--- src/rtl/wcb_pkg.sv ---
package wcb_pkg;
  localparam int LFSR_W = 16;
  localparam logic [LFSR_W-1:0] LFSR_TAPS = 16'hB400;

  // index of the lowest set bit, zero when none is set
  function automatic int unsigned lowest_set(input logic [63:0] v);
    int unsigned r;
    r = 0;
    for (int i = 63; i >= 0; i--)
      if (v[i]) r = i;
    return r;
  endfunction
endpackage

--- src/rtl/wcb_lfsr.sv ---
module wcb_lfsr
  import wcb_pkg::*;
(
  input  logic              clk,
  input  logic              rst,
  output logic [LFSR_W-1:0] state
);
  logic [LFSR_W-1:0] s_q;

  always_ff @(posedge clk) begin
    if (rst) s_q <= LFSR_W'(1);
    else if (s_q[0]) s_q <= (s_q >> 1) ^ LFSR_TAPS;
    else s_q <= s_q >> 1;
  end

  assign state = s_q;
endmodule

--- src/rtl/wcb_lookup.sv ---
module wcb_lookup
  import wcb_pkg::*;
#(
  parameter int ENTRIES = 4,
  parameter int TAG_W   = 27,
  localparam int IDX_W  = (ENTRIES > 1) ? $clog2(ENTRIES) : 1
) (
  input  logic [ENTRIES-1:0]            valid_vec,
  input  logic [ENTRIES-1:0][TAG_W-1:0] tags,
  input  logic [TAG_W-1:0]              req_tag,
  output logic [ENTRIES-1:0]            hit_vec,
  output logic                          hit,
  output logic [IDX_W-1:0]              hit_idx,
  output logic                          free_any,
  output logic [IDX_W-1:0]              free_idx,
  output logic                          any_valid,
  output logic [IDX_W-1:0]              first_valid
);
  for (genvar g = 0; g < ENTRIES; g++) begin : g_cmp
    assign hit_vec[g] = valid_vec[g] && (tags[g] == req_tag);
  end

  assign hit         = |hit_vec;
  assign hit_idx     = IDX_W'(lowest_set(64'(hit_vec)));
  assign free_any    = ~&valid_vec;
  assign free_idx    = IDX_W'(lowest_set(64'(~valid_vec)));
  assign any_valid   = |valid_vec;
  assign first_valid = IDX_W'(lowest_set(64'(valid_vec)));
endmodule

--- src/rtl/wcollect_buf.sv ---
module wcollect_buf
  import wcb_pkg::*;
#(
  parameter int WADDR_W    = 30,
  parameter int WORD_W     = 32,
  parameter int LINE_BYTES = 32,
  parameter int ENTRIES    = 4,
  parameter int OUTS_W     = 4,
  localparam int WORDS     = LINE_BYTES / (WORD_W / 8),
  localparam int WSEL_W    = $clog2(WORDS),
  localparam int TAG_W     = WADDR_W - WSEL_W,
  localparam int IDX_W     = (ENTRIES > 1) ? $clog2(ENTRIES) : 1
) (
  input  logic                    clk,
  input  logic                    rst,
  input  logic                    wr_valid,
  output logic                    wr_ready,
  input  logic [WADDR_W-1:0]      wr_waddr,
  input  logic [WORD_W-1:0]       wr_data,
  input  logic                    drain_req,
  output logic                    drain_done,
  output logic                    mem_valid,
  input  logic                    mem_ready,
  output logic [TAG_W-1:0]        mem_tag,
  output logic [WORDS*WORD_W-1:0] mem_data,
  output logic [WORDS-1:0]        mem_mask,
  input  logic                    mem_ack
);
  // entry storage
  logic [ENTRIES-1:0]                        valid_q;
  logic [ENTRIES-1:0][TAG_W-1:0]             tag_q;
  logic [ENTRIES-1:0][WORDS-1:0]             mask_q;
  logic [ENTRIES-1:0][WORDS-1:0][WORD_W-1:0] data_q;

  // eviction and drain state
  logic                    evict_q, drain_q, done_q;
  logic [IDX_W-1:0]        ev_idx_q;
  logic [OUTS_W-1:0]       outs_q;
  logic [TAG_W-1:0]        out_tag_q;
  logic [WORDS*WORD_W-1:0] out_data_q;
  logic [WORDS-1:0]        out_mask_q;

  logic [TAG_W-1:0]   req_tag;
  logic [WSEL_W-1:0]  wsel;
  logic [ENTRIES-1:0] hit_vec;
  logic               hit, free_any, any_valid;
  logic [IDX_W-1:0]   hit_idx, free_idx, first_valid, tgt_idx, victim;
  logic [LFSR_W-1:0]  rnd;
  logic               wr_fire, need_ev, issue, outs_full, drain_fin;

  assign req_tag = wr_waddr[WADDR_W-1:WSEL_W];
  assign wsel    = wr_waddr[WSEL_W-1:0];

  wcb_lookup #(.ENTRIES(ENTRIES), .TAG_W(TAG_W)) u_lookup (
    .valid_vec(valid_q), .tags(tag_q), .req_tag(req_tag),
    .hit_vec(hit_vec), .hit(hit), .hit_idx(hit_idx),
    .free_any(free_any), .free_idx(free_idx),
    .any_valid(any_valid), .first_valid(first_valid)
  );

  wcb_lfsr u_lfsr (.clk(clk), .rst(rst), .state(rnd));

  assign outs_full = &outs_q;
  assign wr_ready  = !evict_q && !drain_q && (hit || free_any);
  assign wr_fire   = wr_valid && wr_ready;
  assign tgt_idx   = hit ? hit_idx : free_idx;
  assign victim    = drain_q ? first_valid : IDX_W'(rnd % LFSR_W'(ENTRIES));
  assign need_ev   = !evict_q && !outs_full &&
                     (drain_q ? any_valid : (wr_valid && !hit && !free_any));
  assign issue     = evict_q && mem_ready;
  assign drain_fin = drain_q && !any_valid && !evict_q && (outs_q == '0);

  // entry array: one word written per store, whole line read for eviction
  always_ff @(posedge clk) begin
    if (wr_fire) data_q[tgt_idx][wsel] <= wr_data;
  end

  always_ff @(posedge clk) begin
    if (rst) begin
      valid_q <= '0;
      tag_q   <= '0;
      mask_q  <= '0;
    end else begin
      if (wr_fire) begin
        valid_q[tgt_idx] <= 1'b1;
        if (hit) begin
          mask_q[tgt_idx][wsel] <= 1'b1;
        end else begin
          tag_q[tgt_idx]  <= req_tag;
          mask_q[tgt_idx] <= WORDS'(1) << wsel;
        end
      end
      if (issue) valid_q[ev_idx_q] <= 1'b0;
    end
  end

  always_ff @(posedge clk) begin
    if (rst) begin
      evict_q    <= 1'b0;
      ev_idx_q   <= '0;
      out_tag_q  <= '0;
      out_data_q <= '0;
      out_mask_q <= '0;
    end else if (need_ev) begin
      evict_q    <= 1'b1;
      ev_idx_q   <= victim;
      out_tag_q  <= tag_q[victim];
      out_data_q <= data_q[victim];
      out_mask_q <= mask_q[victim];
    end else if (issue) begin
      evict_q <= 1'b0;
    end
  end

  always_ff @(posedge clk) begin
    if (rst) begin
      outs_q  <= '0;
      drain_q <= 1'b0;
      done_q  <= 1'b0;
    end else begin
      outs_q <= outs_q + OUTS_W'(issue) - OUTS_W'(mem_ack);
      done_q <= drain_fin;
      if (drain_fin) drain_q <= 1'b0;
      else if (drain_req) drain_q <= 1'b1;
    end
  end

  assign mem_valid  = evict_q;
  assign mem_tag    = out_tag_q;
  assign mem_data   = out_data_q;
  assign mem_mask   = out_mask_q;
  assign drain_done = done_q;

  // a line never sits in two entries
  p_single_hit_r2: assert property (@(posedge clk) disable iff (rst)
    $onehot0(hit_vec));
  // an accepted store leaves at least one entry resident
  p_alloc_r3: assert property (@(posedge clk) disable iff (rst)
    wr_fire |=> (valid_q != '0));
  // no store is taken while a line write is pending
  p_stall_r8: assert property (@(posedge clk) disable iff (rst)
    (wr_valid && wr_ready) |-> !mem_valid);
  // a pending line write holds still until taken
  p_hold_r9: assert property (@(posedge clk) disable iff (rst)
    (mem_valid && !mem_ready) |=> (mem_valid && $stable(mem_tag) && $stable(mem_mask)));
  // completion only with nothing resident and nothing unacknowledged
  p_done_clean_r7: assert property (@(posedge clk) disable iff (rst)
    drain_done |-> ((outs_q == '0) && (valid_q == '0)));
  // acknowledgements never exceed issued writes
  p_ack_bound_r7: assert property (@(posedge clk) disable iff (rst)
    mem_ack |-> (outs_q != '0));
endmodule

--- config.mk ---
export PLATFORM = sky130hd
export DESIGN_NAME = wcollect_buf
export DESIGN_NICKNAME = d
export VERILOG_FILES = /design/src/rtl/wcb_pkg.sv /design/src/rtl/wcb_lfsr.sv /design/src/rtl/wcb_lookup.sv /design/src/rtl/wcollect_buf.sv
export SDC_FILE = /design/constraint.sdc
export NUM_CORES = 2
export LEC_CHECK = 0
export BUFFER_PORTS_ARGS = -buffer_cell sky130_fd_sc_hd__buf_4
export CAP_MARGIN = 15
export CELL_PAD_IN_SITES_DETAIL_PLACEMENT = 1
export CELL_PAD_IN_SITES_GLOBAL_PLACEMENT = 2
export CORE_ASPECT_RATIO = 1.5
export CORE_UTILIZATION = 38
export DETAILED_ROUTE_END_ITERATION = 10
export PLACE_DENSITY = 0.83
export SYNTH_ARGS = -nofsm -noshare
export SYNTH_HDL_FRONTEND = slang
export SYNTH_SLANG_ARGS = --single-unit
export TNS_END_PERCENT = 20
--- constraint.sdc ---
create_clock -name clk -period 6.3 [get_ports clk]
set_input_delay 0.315 -clock clk [delete_from_list [all_inputs] [get_ports clk]]
set_output_delay 0.315 -clock clk [all_outputs]
set_load 0.03 [all_outputs]
==> summary.txt <==
Relative slew slack: 21.57%
FMAX: 229.8 MHz
Die Height: 490.2 µm
Max clock buf depth: 3
Top Ports: 362
Max Cap Violations: 0
Critical Path AT: 4.73 ns
CTS Buf Count: 144
CTS tree: built
Commonest cells after routing, fill and taps aside: 1024 x edfxtp_1, 592 x nand2_1, 460 x dfxtp_1
Slew of the pin with the lowest slew margin: 1.174 ns
Critical Path, Cell by Cell: inv_2 > a2111o_1 > a2111o_1 > or3_1 > o21ai_0 > o211ai_4 > buf_4 > nor2_4
CP delay by family, top: compound AO/OA/AOI/OAI gates
Initial antenna violation count: 10
Layout cells sized above 1: 13.83%
Starting DRT DRC Count: 2907
Die ar.: 160500 µm²
Routed vias/inst: 5.531
GRT Total Usage: 22.46%
Initial Util: 38.40%
Yosys warns: 0
Setup TNS: 0 ns
Fillers: 16090
Power Dens Cells: 315.8 nW/µm²
Final setup vio count: 0
Clk pin slew, worst setup/hold paths: 0.06 ns
Synth unique cells: 55
Routed vias: 38870
Pins Over Slew Limit: 0
Sequential share of power: 49.5%
Slowest library cell on the worst path: nor2_4
Standby leakage power: 24.94 nW
Mapped Cells: 4612
Gate power share: 11.3%
Setup CP Type: flip-flop to flip-flop
Fraction of the cycle the final worst path needs: 69.06%
Area growth from synthesis to layout: 15.54%
Multi-input combinational cell area: 18660 µm²
Std-Cell Rows: 178
Sink Count: 1484
RSZ-0062 raised after global routing: false
DR pass1 iterations: 5
Worst Path Max Fanout: 32
Clock H-tree levels: 4
Net count after synthesis: 4687
Post-synth ARST share: 0%
Die extent in x: 327.5 µm
Worst path most repeated cell: a2111o_1
FF+latch area: 39960 µm²
Root Buffer Master: clkbuf_16
Worst hold path class: input port to flip-flop
Vias in the first global route: 40170
Post-route minimum period: 4.351 ns
Placer Congestion: 0.9022
P_int: 16.34 mW
Status: complete, no violations
Switching Share: 25.85%
Post-route DRC: 0
ANT nets after route: 0
CP endpoint kind: flip-flop
Worst setup margin: 1.949 ns
Post-DP HPWL: 108800 µm
Core area: 157200 µm²
Routed wire length per instance: 26.20 µm
Critical Path RT: 6.68 ns
Hold Fails Final Rpt: 0
EDFF count, synth: 1024
Pin count of the biggest net entering global routing: 209
Synth Area per Inst: 13.09 µm²
Final wirelength: 184100 µm
Worst ir drop on vdd: 266.0 µV
Most common cell after layout, fill and taps aside: edfxtp_1
Startpoint types: flip-flop
Share of the core filled with cells: 44.37%
Top_reg_cell synth: edfxtp_1
Synth Cell Area: 60390 µm²
Post-layout nets: 4907
Grt ovf: 0
Clock power frac: 39.2%
IO Port Bufs: 361
Place WS: 1.788 ns
Worst-Skew Late Latency: 0.79 ns
CP Buf/Inv Count: 2
Clock skew: 0.02736 ns
Post-synthesis sequential area ratio: 66.17%
Sw power: 5.696 mW
First-pass GRT wire length: 268300 µm
Synth Register Bits: 1484
Largest stage delay on the critical path: 0.85 ns
## final cells by class
cell class / instances / share of cell area (%)
Antenna cell: 4 / 0.01435
Multi-Input combinational cell: 2708 / 26.75
Tap cell: 2070 / 3.712
Clock buffer: 202 / 5.862
Timing Repair Buffer: 449 / 5.337
Clock inverter: 66 / 0.8142
Sequential cell: 1484 / 57.27
Inverter: 45 / 0.2421
## path summary, 6_finish.rpt
kind	slack, ns	cells after the start	to	startpoint
worst max-delay path	1.95	8	data_q[636]	valid_q[2]
worst min-delay path	0.04	2	tag_q[63]	rst
worst max register to register	1.95	8	data_q[636]	valid_q[2]
worst min register to register	0.44	1	u_lfsr.state[11]	u_lfsr.state[12]
## synthesized netlist by cell type, types with 15 or more instances
library cell,instances,area [µm²]
edfxtp_1,1024,30750
nand2_1,592,2222
dfxtp_1,460,9209
nand2b_1,374,2340
mux2i_1,345,3453
a211oi_1,293,2200
a311o_1,291,2913
clkbuf_1,290,1089
and2_1,284,1777
nor2_1,66,247.7
nand3_1,62,310.3
xor2_1,62,543.0
a21oi_1,58,290.3
o21ai_0,57,285.3
xnor2_1,50,437.9
inv_1,44,165.2
nand4_1,34,212.7
buf_2,32,160.2
o32ai_1,32,280.3
nor4_1,27,168.9
buf_12,22,440.4
nor2b_1,18,112.6
buf_1,15,56.30
## metrics by stage
stage / area, µm² / std cells / power (mW) / hold WS (ns)
finish: 69770 / 7028 / 22.04 / 0.03986
global route: 69760 / 7025 / 22.67 / 0.01427
CTS: 69700 / 7021 / 22.20 / 0.00004963
detailed placement: 64610 / 6710 / 13.60 / 0.4277
global placement: 64610 / 6710 / 13.56 / 0.4210
floorplan: 60390 / 4612 / 12.60 / 0.4138
## sequential cells by signal, indices dropped and copies added, names as in the netlist
name / cells
data_q: 1024
mem_data: 256
tag_q: 108
mask_q: 32
mem_tag: 27
u_lfsr.state: 16
mem_mask: 8
outs_q: 4
valid_q: 4
ev_idx_q: 2
drain_done: 1
drain_q: 1
mem_valid: 1
## cells by family after synthesis
logic type,Yosys count,share of synthesized area [%]
XOR/XNOR,112,1.624
multiplexers,347,5.756
AO/OA/AOI/OAI,747,10.13
adder cells (fa/ha/maj),7,0.1575
flip-flops,1484,66.17
AND/OR/NAND/NOR,1495,12.72
buffers and inverters,420,3.444
## worst register-to-register path, delay by kind of cell, from the launching register on
kind / cells / cell delay, ns
buf+inv: 2 / 0.43
flops: 1 / 0.44
simple gates: 2 / 1.26
compound gates: 4 / 1.78
## power groups by stage
stage	registers, mW	logic [mW]	clock network [mW]
after global routing	10.9	2.63	9.10
final	10.9	2.49	8.63
after detailed placement	11.1	2.48	0
after CTS	10.9	2.51	8.77
after floorplan	11.5	1.14	0
after global placement	11.1	2.44	0
## timing repair
action                                 4_1_cts  5_1_grt
setup buffers                                0        0
endpoints found under the hold margin      240        0
resized for setup                            0        0
hold buffers                                43        0
## metal layers
metal / vias up / track usage, % / part of all wire [%]
met5: - / 0 / 0.028
li1: 17400 / - / -
met4: 2 / 7.971 / 3.3
met3: 256 / 4.061 / 5.5
met1: 20160 / 29.02 / 42
met2: 1050 / 37.55 / 49
Note: power is estimated with default switching activity, not from simulation.
